--- config.mk ---
export PLATFORM = sky130hd
export DESIGN_NAME = nrdiv_step_unit
export DESIGN_NICKNAME = d
export VERILOG_FILES = /design/src/rtl/nrdiv_pkg.sv /design/src/rtl/nrdiv_shift_sel.sv /design/src/rtl/nrdiv_addsub.sv /design/src/rtl/nrdiv_q_resolve.sv /design/src/rtl/nrdiv_step_unit.sv
export SDC_FILE = /design/constraint.sdc
export NUM_CORES = 1
export LEC_CHECK = 0
export ABC_AREA = 1
export BUFFER_PORTS_ARGS = -buffer_cell sky130_fd_sc_hd__buf_4
export CORE_ASPECT_RATIO = 0.9
export CORE_MARGIN = 1
export CORE_UTILIZATION = 55
export CTS_BUF_LIST = sky130_fd_sc_hd__clkbuf_8 sky130_fd_sc_hd__clkbuf_16
export CTS_CLUSTER_SIZE = 28
export DETAILED_ROUTE_END_ITERATION = 16
export MAX_ROUTING_LAYER = met4
export PLACE_DENSITY_LB_ADDON = 0.3
export SETUP_SLACK_MARGIN = 0.5
export SLEW_MARGIN = 30
export SYNTH_ARGS = -nofsm -noshare
export SYNTH_HDL_FRONTEND = slang
export SYNTH_HIERARCHICAL = 1
export SYNTH_SLANG_ARGS = --single-unit
--- constraint.sdc ---
create_clock -name clk -period 3 [get_ports clk]
set_input_delay 0.3 -clock clk [delete_from_list [all_inputs] [get_ports clk]]
set_output_delay 0.3 -clock clk [all_outputs]
set_load 0.03 [all_outputs]
--- src/rtl/nrdiv_pkg.sv ---
// Package: shared types for the single-step non-restoring divider.
// Assumes nothing beyond the width chosen at the top level.
package nrdiv_pkg;

    // Arithmetic operation picked for one step
    typedef enum logic {
        OP_ADD = 1'b0,
        OP_SUB = 1'b1
    } step_op_e;

endpackage

--- src/rtl/nrdiv_shift_sel.sv ---
// Module: nrdiv_shift_sel
// Shifts the partial remainder left by one with the T flag entering bit 0.
// Reports the bit shifted out and chooses add or subtract from old Q and M.
// Assumes W >= 2. Purely combinational.
module nrdiv_shift_sel
    import nrdiv_pkg::*;
#(
    parameter int W = 32
) (
    input  logic [W-1:0] rem_in,
    input  logic         t_in,
    input  logic         q_in,
    input  logic         m_in,
    output logic [W-1:0] shifted,
    output logic         mid_q,
    output step_op_e     op
);

    // Shift, capture the outgoing top bit, and pick the operation
    always_comb begin
        mid_q   = rem_in[W-1];
        shifted = {rem_in[W-2:0], t_in};
        op      = (q_in == m_in) ? OP_SUB : OP_ADD;
    end

endmodule

--- src/rtl/nrdiv_addsub.sv ---
// Module: nrdiv_addsub
// Adds or subtracts the divisor using a single W+1 bit adder.
// ind is the unsigned carry for add and the unsigned borrow for subtract.
// Purely combinational.
module nrdiv_addsub
    import nrdiv_pkg::*;
#(
    parameter int W = 32
) (
    input  logic [W-1:0] a,
    input  logic [W-1:0] b,
    input  step_op_e     op,
    output logic [W-1:0] sum,
    output logic         ind
);

    localparam int WX = W + 1;

    logic [WX-1:0] wide;
    logic [W-1:0]  b_eff;
    logic          is_sub;

    // One adder: subtraction is a + ~b + 1, and the top bit is then "no borrow"
    always_comb begin
        is_sub = (op == OP_SUB);
        b_eff  = is_sub ? ~b : b;
        wide   = {1'b0, a} + {1'b0, b_eff} + {{(WX-1){1'b0}}, is_sub};
        sum    = wide[W-1:0];
        ind    = is_sub ? ~wide[W] : wide[W];
    end

endmodule

--- src/rtl/nrdiv_q_resolve.sv ---
// Module: nrdiv_q_resolve
// Derives the new Q from the old Q, M, the intermediate Q and the indicator.
// The new T is 1 when the new Q equals M. Purely combinational.
module nrdiv_q_resolve (
    input  logic old_q,
    input  logic m_in,
    input  logic mid_q,
    input  logic ind,
    output logic new_q,
    output logic new_t
);

    // Per-case Q update table, then the T rule
    always_comb begin
        unique case ({old_q, m_in})
            2'b00:   new_q = mid_q ? ~ind :  ind;   // subtract
            2'b11:   new_q = mid_q ?  ind : ~ind;   // subtract
            2'b01:   new_q = mid_q ?  ind : ~ind;   // add
            default: new_q = mid_q ? ~ind :  ind;   // add, old_q=1 m=0
        endcase
        new_t = (new_q == m_in);
    end

endmodule

--- src/rtl/nrdiv_step_unit.sv ---
// Module: nrdiv_step_unit (top)
// One non-restoring division step per valid_i cycle. The result is registered
// and shown one cycle later with a done_o pulse, and it holds until the next
// request. Assumes the caller sequences the iterations and sets up M.
module nrdiv_step_unit
    import nrdiv_pkg::*;
#(
    parameter int W = 32
) (
    input  logic         clk,
    input  logic         rst_n,
    input  logic         valid_i,
    input  logic [W-1:0] rem_i,
    input  logic [W-1:0] dvs_i,
    input  logic         q_i,
    input  logic         m_i,
    input  logic         t_i,
    output logic [W-1:0] rem_o,
    output logic         q_o,
    output logic         t_o,
    output logic         done_o
);

    logic [W-1:0] shifted;
    logic         mid_q;
    step_op_e     op;
    logic [W-1:0] sum;
    logic         ind;
    logic         nq;
    logic         nt;

    nrdiv_shift_sel #(.W(W)) u_shift (
        .rem_in  (rem_i),
        .t_in    (t_i),
        .q_in    (q_i),
        .m_in    (m_i),
        .shifted (shifted),
        .mid_q   (mid_q),
        .op      (op)
    );

    nrdiv_addsub #(.W(W)) u_addsub (
        .a   (shifted),
        .b   (dvs_i),
        .op  (op),
        .sum (sum),
        .ind (ind)
    );

    nrdiv_q_resolve u_qres (
        .old_q (q_i),
        .m_in  (m_i),
        .mid_q (mid_q),
        .ind   (ind),
        .new_q (nq),
        .new_t (nt)
    );

    // Result register: load on request, hold otherwise, clear on reset
    always_ff @(posedge clk) begin
        if (!rst_n) begin
            rem_o <= '0;
            q_o   <= 1'b0;
            t_o   <= 1'b0;
        end else if (valid_i) begin
            rem_o <= sum;
            q_o   <= nq;
            t_o   <= nt;
        end
    end

    // Completion pulse: high for the cycle after each request
    always_ff @(posedge clk) begin
        if (!rst_n) done_o <= 1'b0;
        else        done_o <= valid_i;
    end

    a_r9_done_follows: assert property (@(posedge clk) disable iff (!rst_n)
        valid_i |=> done_o);

    a_r10_no_done_idle: assert property (@(posedge clk) disable iff (!rst_n)
        !valid_i |=> !done_o);

    a_r10_hold: assert property (@(posedge clk) disable iff (!rst_n)
        !valid_i |=> ($stable(rem_o) && $stable(q_o) && $stable(t_o)));

    a_r8_t_rule: assert property (@(posedge clk) disable iff (!rst_n)
        valid_i |=> (t_o == (q_o == $past(m_i))));

    a_r3_sub_value: assert property (@(posedge clk) disable iff (!rst_n)
        (valid_i && (q_i == m_i)) |=>
        (rem_o == ($past({rem_i[W-2:0], t_i}) - $past(dvs_i))));

    a_r4_add_value: assert property (@(posedge clk) disable iff (!rst_n)
        (valid_i && (q_i != m_i)) |=>
        (rem_o == ($past({rem_i[W-2:0], t_i}) + $past(dvs_i))));

    a_r3_borrow_flag: assert property (@(posedge clk) disable iff (!rst_n)
        (op == OP_SUB) |-> (ind == (sum > shifted)));

    a_r4_carry_flag: assert property (@(posedge clk) disable iff (!rst_n)
        (op == OP_ADD) |-> (ind == (sum < shifted)));

endmodule

# After elaboration in Yosys (flattened, before gate mapping)
# Index checks and enable logic that the tools add are counted.
word_totals:
  elab_cells: 20
  inputBits: 70
  out_inout_bits: 35
  ff_bits: 35
classes:
  n_reduce_logical: 1
  bitwise: 3
  n_eq_ne: 4
  n_addsub: 2
  n_mux: 6
ops:
  columns: ["cell", "count"]
  rows:
  - ["$add A32 B32 Y33", 1]
  - ["$add A33 B1 Y33", 1]
  - ["$mux W32", 1]
  - ["$not A32 Y32", 1]
  - ["$mux W1", 5]
  - ["$eq A1 B1 Y1", 2]
  - ["$eq A2 B1 Y1 const B", 1]
  - ["$eq A2 B2 Y1 const B", 1]
  - ["$not A1 Y1", 2]
  - ["$reduce_or A2 Y1", 1]

# Depth between registers and ports, before layout
# Gate-level depths: netlist of the first run.
logic_depth:
  ltp_word: 11
  depth_mapped: 26
  depth_no_buf: 25

# By module
# The synthesis of the first run kept the hierarchy.
modules_own_cells:
  columns: ["module", "cells_per_inst", "seq_area_each_um2", "area_each_um2", "instances"]
  rows:
  - ["nrdiv_addsub", 497, 0.0, 2603.7, 1]
  - ["nrdiv_step_unit", 219, 700.7, 1425.1, 1]
  - ["nrdiv_shift_sel", 38, 0.0, 266.5, 1]
  - ["nrdiv_q_resolve", 11, 0.0, 51.3, 1]

# Worst setup path after synthesis of the first run
# Ideal clock, no wire load.
synth_path:
  path_type: "input -> register"
  startpoint: "input port q_i"
  endpoint: "register q_o"
  arrival_time_ns: 2.375
  setup_slack_ns: 0.511
  t_required_ns: 2.886
  n_path_buf: 2
  path_stages: 25
  setup_ns: 0.114
  cell_sequence: "inv_1 -> nand2_1 -> nand2_1 -> buf_4 -> buf_2 -> xor2_1 -> ha_1 -> a21oi_1 -> nand2_1 -> nand3_1 -> nand2_1 -> nand2_1 -> nand2_2 -> nand2_1 -> nand2_1 -> nand2_1 -> nand2_1 -> inv_2 -> nand2_2 -> nand3_2 -> nand2_1 -> inv_1 -> nand2_1 -> nand2_1 -> nor2_1"
synth_between:
  elab_chain_len: 10
  word_cells_on_any_way: 14
  classes_between: "add/sub: 2; eq/ne: 3; mux: 6; bitwise: 2; reduce/logical: 1"
synth_rtl:
  columns: ["item", "line_no", "rtl"]
  rows:
  - ["start, declared", "nrdiv_step_unit.sv:15", "input logic q_i,"]
  - ["$eq A1 B1 Y1 *", "nrdiv_shift_sel.sv:23", "op = (q_in == m_in) ? OP_SUB : OP_ADD;"]
  - ["$mux W1 *", "nrdiv_shift_sel.sv:23", null]
  - ["named net op", "nrdiv_step_unit.sv:26", "step_op_e op;"]
  - ["$mux W32", "nrdiv_addsub.sv:26", "b_eff = is_sub ? ~b : b;"]
  - ["$add A32 B32 Y33", "nrdiv_addsub.sv:27", "wide = {1'b0, a} + {1'b0, b_eff} + {{(WX-1){1'b0}}, is_sub};"]
  - ["$add A33 B1 Y33", "nrdiv_addsub.sv:27", null]
  - ["$not A1 Y1", "nrdiv_addsub.sv:29", "ind = is_sub ? ~wide[W] : wide[W];"]
  - ["$mux W1 *", "nrdiv_addsub.sv:29", null]
  - ["named net ind", "nrdiv_step_unit.sv:28", "logic ind;"]
  - ["$not A1 Y1", null, null]
  - ["$mux W1, on equally long branches", null, null]
  - ["$mux W1 *", null, null]
  - ["named net nq", "nrdiv_step_unit.sv:29", "logic nq;"]
  - ["end signal, assigned", "nrdiv_step_unit.sv:67", "q_o <= nq;"]
  - ["end, declared", "nrdiv_step_unit.sv:19", "output logic q_o,"]
# The timed path passes the listed nets; every way through them passes the cells marked *.
# A chain may end at the register's enable or synchronous reset.

# Worst setup path after layout of the first run
layout_path:
  startpoint: "input port m_i"
  endpoint: "register q_o"
layout_between:
  elab_chain_len: 10
  word_cells_on_any_way: 14
  classes_between: "add/sub: 2; eq/ne: 3; mux: 6; bitwise: 2; reduce/logical: 1"
layout_rtl:
  columns: ["item", "line_no", "rtl"]
  rows:
  - ["start, declared", "nrdiv_step_unit.sv:16", "input logic m_i,"]
  - ["$eq A1 B1 Y1 *", "nrdiv_shift_sel.sv:23", null]
  - ["$mux W1 *", "nrdiv_shift_sel.sv:23", null]
  - ["named net op", "nrdiv_step_unit.sv:26", null]
  - ["$mux W32", "nrdiv_addsub.sv:26", null]
  - ["$add A32 B32 Y33", "nrdiv_addsub.sv:27", null]
  - ["$add A33 B1 Y33", "nrdiv_addsub.sv:27", null]
  - ["$not A1 Y1", "nrdiv_addsub.sv:29", null]
  - ["$mux W1 *", "nrdiv_addsub.sv:29", null]
  - ["named net ind", "nrdiv_step_unit.sv:28", null]
  - ["$not A1 Y1", null, null]
  - ["$mux W1, on equally long branches", null, null]
  - ["$mux W1 *", null, null]
  - ["named net nq", "nrdiv_step_unit.sv:29", null]
# Marks and branches as above.

==> impl_results.md, run 1 <==
- First-pass GRT wire length: 17200 µm
- Post-Synth XOR/XNOR Area: 9.47%
- Mapped Cells: 765
- Post-synth cell types: 26
- Post-synth top area share: 21.6%
- Synth top area cells: nand2_1 (22%), dfxtp_1 (16%), inv_1 (12%)
- Max incr delay on CP: 0.35 ns
- Worst hold start: t_i
- Post-synthesis adder-cell area fraction: 9.38%
- N_diodes: 0
- Initial Util: 57.3%
- CTS buffer count: 5
- Final Hold Vio Count: 0
- RSZ-0062 raised after global routing: true
- #FFs+latches synth: 35
- Pwr dens: 447 nW/µm²
- Slew at the pin closest to its max-slew limit: 0.621 ns
- Synth Area in Simple Gates: 38.7%
- Mapped Area: 4350 µm²
- 1st-iter DRT viols: 262
- Critical path type: primary input to flop
- Max Cap Viol: 0
- Die area: 8260 µm²
- Layout cells sized above 1: 25.9%
- Skew final: 0 ns
- Tightest Hold Check Type: primary input to flop
- Min cycle time layout: 2.55 ns
- H-Tree Depth: 2
- CTS sink count: 35
- Clock Path Buffers: 2
- TritonCTS clock tree: done
- Commonest cells after routing, fill and taps aside: nand2_1 (235), inv_1 (133), buf_4 (131), nor2_1 (105), xor2_1 (42)
- Syn_nets: 867
- Number of synthesized flops with an enable pin: 0
- Max-slew headroom: 58.6%
- Num ports: 105
- Worst VDD drop: 216 µV
- Final nets: 964
- DRC Markers: 0
- Largest family of logic cells by synthesized area: simple AND/OR/NAND/NOR gates
- Min-Delay Endpoint: rem_o[0]
- Mux contribution to synthesized area: 0%
- Synth-to-Final Area Change: 27.7%
- Hold Buf Count CTS: 0
- Port Buf Inserts: 104
- Primary FF master, synth: dfxtp_1
- Slew Viols, Final: 0
- Crit-path most repeated cell: nand2_2
- Placeable Area: 7580 µm²
- Worst Setup End Kind: flop
- Required time of the critical path: 3.18 ns
- Row Count: 30
- CP max FO: 7
- Total Power: 0.00248 W
- Worst reg2reg path depth: 2
- CP max stage cell: ha_1
- WL/cell: 12.4 µm
- Sequential fraction of the synthesis area: 16.1%
- Post-synth top area cell: nand2_1
- Compound-Gate Fraction of Synth Area: 6.36%
- Asr flop ratio synth: 0%
- Final wirelength: 11900 µm
- Vias per cell: 4.92
- Tcrit/Tclk final: 84.9%
- Hold depth: 6
- Clk slew on worst S/H paths: 0.06 ns
- Worst r2r src: rem_o[10]
- Root buf cell: clkbuf_8
- Commonest non-fill, non-tap cell in the layout: nand2_1
- Synthesis Warnings: 6
- ANT nets after route: 0
- Critical path arrival: 2.73 ns
- Status: finished, final reports clean
- Syn Area/Cell: 5.68 µm²
- Largest net degree at the start of global routing: 70
- Setup TNS: 0 ns
- Later-pin clock latency in the skew report: 0.28 ns
- DP HPWL: 8750 µm
- Grt ovf: 0
- Peak Freq: 0.393 GHz
- Worst R2R End: rem_o[10]
- R2r setup slk: 2.37 ns
- GR Util All Layers: 26.9%
- DR vias: 4718
- Final Setup Violations: 0
- GP Congestion: 0.903
- Drt first pass iters: 5
- P_leak: 3.37 nW
- Setup crit start kind: primary input
- Initial antenna violation count: 0
- Chip height: 86.3 µm
- Chip Width: 95.7 µm
- Via count of the first global-routing pass: 3818
==> logic make-up after synthesis <==
group | count (synthesis)
compound gates | 51
xor+xnor | 47
fa+ha+maj | 32
buf+inv | 187
flops | 35
simple gates | 413
==> worst max path at each step <==
stage | from | to | slack (ns) | depth (start not counted)
4_1_cts | m_i | q_o | 0.51 | 22
3_3_place_gp | m_i | q_o | 0.21 | 22
2_1_floorplan | q_i | q_o | 0.51 | 25
3_5_place_dp | m_i | q_o | 0.09 | 25
6_report | m_i | q_o | 0.45 | 25
5_1_grt | m_i | t_o | 0.38 | 24
==> critical path, delay by kind of cell <==
kind,cells,cell delay (ns)
compound gates,1,0.18
buf+inv,5,0.40
simple gates,17,1.33
fa+ha+maj,1,0.35
xor+xnor,1,0.14
==> power breakdown <==
group | internal (W) | total, W | switching (W)
logic | 0.000630 | 0.00159 | 0.000961
clock network | 0.000180 | 0.000337 | 0.000157
registers | 0.000523 | 0.000555 | 0.0000321
==> per-stage QoR <==
stage / hold WS, ns / setup slack, ns / instances / utilization (%) / cell area (µm²)
4_1_cts: 0.374 / 0.512 / 938 / 67.8 / 5140
2_1_floorplan: 0.540 / 0.511 / 765 / - / 4350
3_3_place_gp: 0.459 / 0.215 / 929 / 66.3 / 5020
6_report: 0.383 / 0.454 / 958 / 73.2 / 5550
3_5_place_dp: 0.463 / 0.0908 / 929 / 66.3 / 5020
5_1_grt: 0.415 / 0.385 / 958 / 73.2 / 5550
==> synth_stat cells (2+ instances only) <==
| master | instances |
|---|---|
| ha_1 | 31 |
| a21oi_1 | 31 |
| nand2_1 | 250 |
| buf_4 | 34 |
| nand3_1 | 24 |
| o21ai_0 | 15 |
| nor2_2 | 2 |
| buf_6 | 3 |
| buf_2 | 12 |
| inv_2 | 3 |
| o21bai_1 | 4 |
| nor3_1 | 3 |
| nand2_4 | 2 |
| nand3_2 | 3 |
| dfxtp_1 | 35 |
| nor2_1 | 108 |
| inv_1 | 135 |
| xnor2_1 | 2 |
| xor2_1 | 45 |
| nand2_2 | 17 |
==> area by class of cell <==
type / count / area [µm²]
Tap cell: 96 / 120
Timing Repair Buffer: 139 / 1140
Sequential cell: 35 / 701
Fill cell: 646 / 2030
Clock buffer: 6 / 82.6
Multi-Input combinational cell: 543 / 2990
Inverter: 138 / 520
Clock inverter: 1 / 5.00
==> layer usage <==
| layer | global-route usage [%] | vias to the layer above | routed length [µm] |
|---|---|---|---|
| met4 | 6.38 | 0 | 231 |
| met2 | 41.6 | 217 | 5320 |
| met5 | - | - | 0 |
| met3 | 2.72 | 28 | 970 |
| met1 | 37.6 | 2045 | 5330 |
| li1 | - | 2428 | - |
==> sequential cells by signal, summed over array words and instances, names as in the netlist <==
signal  count
t_o         1
rem_o      32
q_o         1
done_o      1
==> timing repair <==
action,4_1_cts,5_1_grt
gates cloned,0,3
setup endpoints to repair,3,18
buffers inserted,2,17
gates resized for setup,4,60
pin swaps,2,25
Note: power is estimated with default switching activity, not from simulation.
==> run 2, diff against run 1 <==
--- a/config.mk
+++ b/config.mk
@@ -5,11 +5,11 @@
 export SDC_FILE = /design/constraint.sdc
 export NUM_CORES = 1
 export LEC_CHECK = 0
-export ABC_AREA = 1
+export ABC_AREA = 0
 export BUFFER_PORTS_ARGS = -buffer_cell sky130_fd_sc_hd__buf_4
 export CORE_ASPECT_RATIO = 0.9
 export CORE_MARGIN = 1
-export CORE_UTILIZATION = 55
+export CORE_UTILIZATION = 54
 export CTS_BUF_LIST = sky130_fd_sc_hd__clkbuf_8 sky130_fd_sc_hd__clkbuf_16
 export CTS_CLUSTER_SIZE = 28
 export DETAILED_ROUTE_END_ITERATION = 16
==> constraint.sdc (replaced) <==
create_clock -name clk -period 2.5 [get_ports clk]
set_input_delay 0.25 -clock clk [delete_from_list [all_inputs] [get_ports clk]]
set_output_delay 0.25 -clock clk [all_outputs]
set_load 0.03 [all_outputs]
==> impl_results.md, run 2 <==
- Status: finished, violations left
- Failing checks: setup timing
- Initial Util: 55.9% (-1.4 points)
- Chip Width: 88.8 µm (-7.2%)
- CP max stage cell: xor2_1
- DRC Markers: 0 (unchanged)
- DR vias: 4728 (+0.21%)
- Required time of the critical path: 2.69 ns (-0.49 ns)
- Via count of the first global-routing pass: 4189 (+9.7%)
- Worst r2r src: rem_o[8]
- GR Util All Layers: 38.8% (+12 points)
- Worst Setup End Kind: flop
- Tightest Hold Check Type: primary input to flop
- Sequential fraction of the synthesis area: 19.1% (+3.0 points)
- Drt first pass iters: 6 (+1)
- P_leak: 2.94 nW (-13%)
- Mapped Area: 3660 µm² (-16%)
- Max Cap Viol: 0 (unchanged)
- Worst hold slack: 0.365 ns (-0.0180 ns)
- CTS sink count: 35 (unchanged)
- Commonest non-fill, non-tap cell in the layout: buf_4
- Post-synth cell types: 52 (+100%)
- Largest delay share family, worst path: compound AO/OA/AOI/OAI gates
- Placeable Area: 6550 µm² (-14%)
- GP Congestion: 0.942 (+4.4%)
- R2r setup slk: 1.49 ns (-0.88 ns)
- Max incr delay on CP: 0.42 ns (+0.07 ns)
- WL/cell: 26.2 µm (+110%)
- Final worst slack: -1.33 ns (-1.78 ns)
- Critical path arrival: 4.02 ns (+1.29 ns)
- Largest net degree at the start of global routing: 36 (-49%)
- Mapped Cells: 429 (-44%)
- Hold depth: 4 (-2)
- Max-slew headroom: 57.2% (-1.4 points)
- Root buf cell: clkbuf_8
- Critical path type: primary input to flop
- Grt ovf: 0 (unchanged)
- Syn Area/Cell: 8.54 µm² (+50%)
- Later-pin clock latency in the skew report: 0.30 ns (+0.02 ns)
- #FFs+latches synth: 35 (unchanged)
- Synth top area cells: dfxtp_1 (19%), ha_1 (11%), xor2_1 (11%)
- CP max FO: 16 (+9)
- Top-count cell post-synth: xor2_1
- Final Hold Vio Count: 0 (unchanged)
- N_diodes: 0 (unchanged)
- Clock Path Buffers: 2 (unchanged)
- RSZ-0062 raised after global routing: true
- Peak Freq: 0.261 GHz
- Commonest cells after routing, fill and taps aside: buf_4 (225), nor2b_1 (36), dfxtp_1 (35), mux2i_1 (34), xor2_1 (28)
- Min-Delay Endpoint: rem_o[0]
- Final nets: 729 (-24%)
- Die area: 7120 µm² (-14%)
- Max reg flops: 32 (unchanged)
- Number of synthesized flops with an enable pin: 0 (unchanged)
- Asr flop ratio synth: 0% (unchanged)
- CTS buffer count: 5 (unchanged)
- Initial antenna violation count: 0 (unchanged)
- Post-synth top area share: 19.1% (-2.5 points)
- Num ports: 105 (unchanged)
- Chip height: 80.2 µm (-7.2%)
- Tcrit/Tclk final: 153%
- Slew at the pin closest to its max-slew limit: 0.642 ns (+0.0209 ns)
- Vias per cell: 6.58 (+34%)
- Setup crit start kind: primary input
- Layout cells sized above 1: 53.5% (+28 points)
- Dpl ws: -0.942 ns (-1.03 ns)
- Final Setup Violations: 26 (+26)
- Slew Viols, Final: 0 (unchanged)
- Row Count: 28 (-6.7%)
- DP HPWL: 8180 µm (-6.5%)
- WP buf/inv: 3 (-2)
- Port Buf Inserts: 104 (unchanged)
- Synth-to-Final Area Change: 65.6%
- Primary FF master, synth: dfxtp_1
- Syn_nets: 531 (-39%)
- Worst R2R End: rem_o[8]
- Min cycle time layout: 3.83 ns
- Worst VDD drop: 524 µV (+140%)
- Most frequent cells after synthesis: xor2_1 (44), nor2b_1 (37), dfxtp_1 (35)
- Post-synth top area cell: dfxtp_1
- 1st-iter DRT viols: 640 (+140%)
- ANT nets after route: 0 (unchanged)
- H-Tree Depth: 2 (unchanged)
- First-pass GRT wire length: 20500 µm (+19%)
- Worst reg2reg path depth: 2 (unchanged)
- Final wirelength: 18800 µm (+59%)
- Skew final: 0 ns (unchanged)
- Pwr dens: 729 nW/µm² (+63%)
- Synthesis Warnings: 6 (unchanged)
- Crit-path most repeated cell: buf_8
- Clk slew on worst S/H paths: 0.08 ns (+0.02 ns)
- CP cell instances: buf_8, xnor2_4, buf_4, buf_8, xor2_1, ha_1, nand2_1, nand2b_1, a21o_1, a21oi_2, o211ai_1, o21ai_4, nand4_1, o311ai_4, xor3_1, mux2i_1, nor2b_1
- Largest Register: rem_o
- TritonCTS clock tree: done
- Worst hold start: dvs_i[0]
## run 2: cell types whose count changed in the layout (fill, tap and decap cells not counted), sizes merged, moves of 4 or more
cell    before  now
nor2b        0   37
buf        136  245
and2         1    5
nor2       110   14
a21o         0   12
a21oi       32   26
nand3       27    7
xnor2        2   20
inv        138   12
clkbuf       9    5
mux2i        0   35
nand4        0    8
o21a         0    4
nand2      269   20
## run 2: final cells by class
class / count / area [µm²]
multi-input combinational: 330 / 3180
timing repair buffer: 245 / 1950
sequential: 35 / 701
fill: 221 / 484
tap: 90 / 113
clock buffer: 5 / 68.8
inverter: 10 / 37.5
clock inverter: 3 / 12.5
## run 2: how the worst max path moves through the flow
stage	from	endpoint	depth (start not counted)	slack (ns)
6_report	q_i	q_o	17	-1.33
5_1_grt	q_i	q_o	17	-1.53
4_1_cts	m_i	rem_o[31]	16	-0.52
3_5_place_dp	m_i	q_o	16	-0.94
3_3_place_gp	m_i	q_o	16	-0.80
2_1_floorplan	m_i	q_o	16	-0.60
## run 2: worst register-to-register path: stages, from the launching register on
cell     delay (ns)
dfxtp_1        0.51
mux2i_1        0.14
nor2b_1        0.26
## run 2: through the flow
step | TNS [ns] | utilization (%) | cells | instance area, µm² | total power, W
finish | -15.09 | 92.6 | 718 | 6070 | 0.00442
CTS | -5.98 | 85.2 | 695 | 5580 | 0.00369
floorplan | -6.17 | - | 429 | 3850 | 0.00214
detailed placement | -14.04 | 76.9 | 668 | 5040 | 0.00296
global placement | -11.87 | 76.9 | 668 | 5040 | 0.00290
global route | -19.36 | 92.6 | 718 | 6070 | 0.00455
## run 2: power by group
part / leakage (nW) / internal [W] / total [W] / switching (W)
clock network: 0.0505 / 0.000189 / 0.000446 / 0.000257
logic: 2.60 / 0.00149 / 0.00323 / 0.00173
registers: 0.289 / 0.000665 / 0.000752 / 0.0000862
## run 2: logic make-up after synthesis
family                   synth area share [%]
buffers and inverters                    11.7
flip-flops                               19.1
adder cells (fa/ha/maj)                  11.1
AND/OR/NAND/NOR                          16.3
AO/OA/AOI/OAI                            16.2
XOR/XNOR                                 15.9
multiplexers                             9.66
## run 2: what timing repair did
item,CTS,global route
gates resized for setup,58,47
setup buffers,18,23
hold endpoints to repair,0,0
endpoints found under the setup margin,30,30
hold buffers,0,0
pin swaps,32,50
cloned,1,0
## run 2: routing by layer
layer	routed length [µm]	GRT usage, %
met5	0	-
met4	1800	20.6
met3	2490	7.61
met2	8400	68.2
met1	6130	40.9
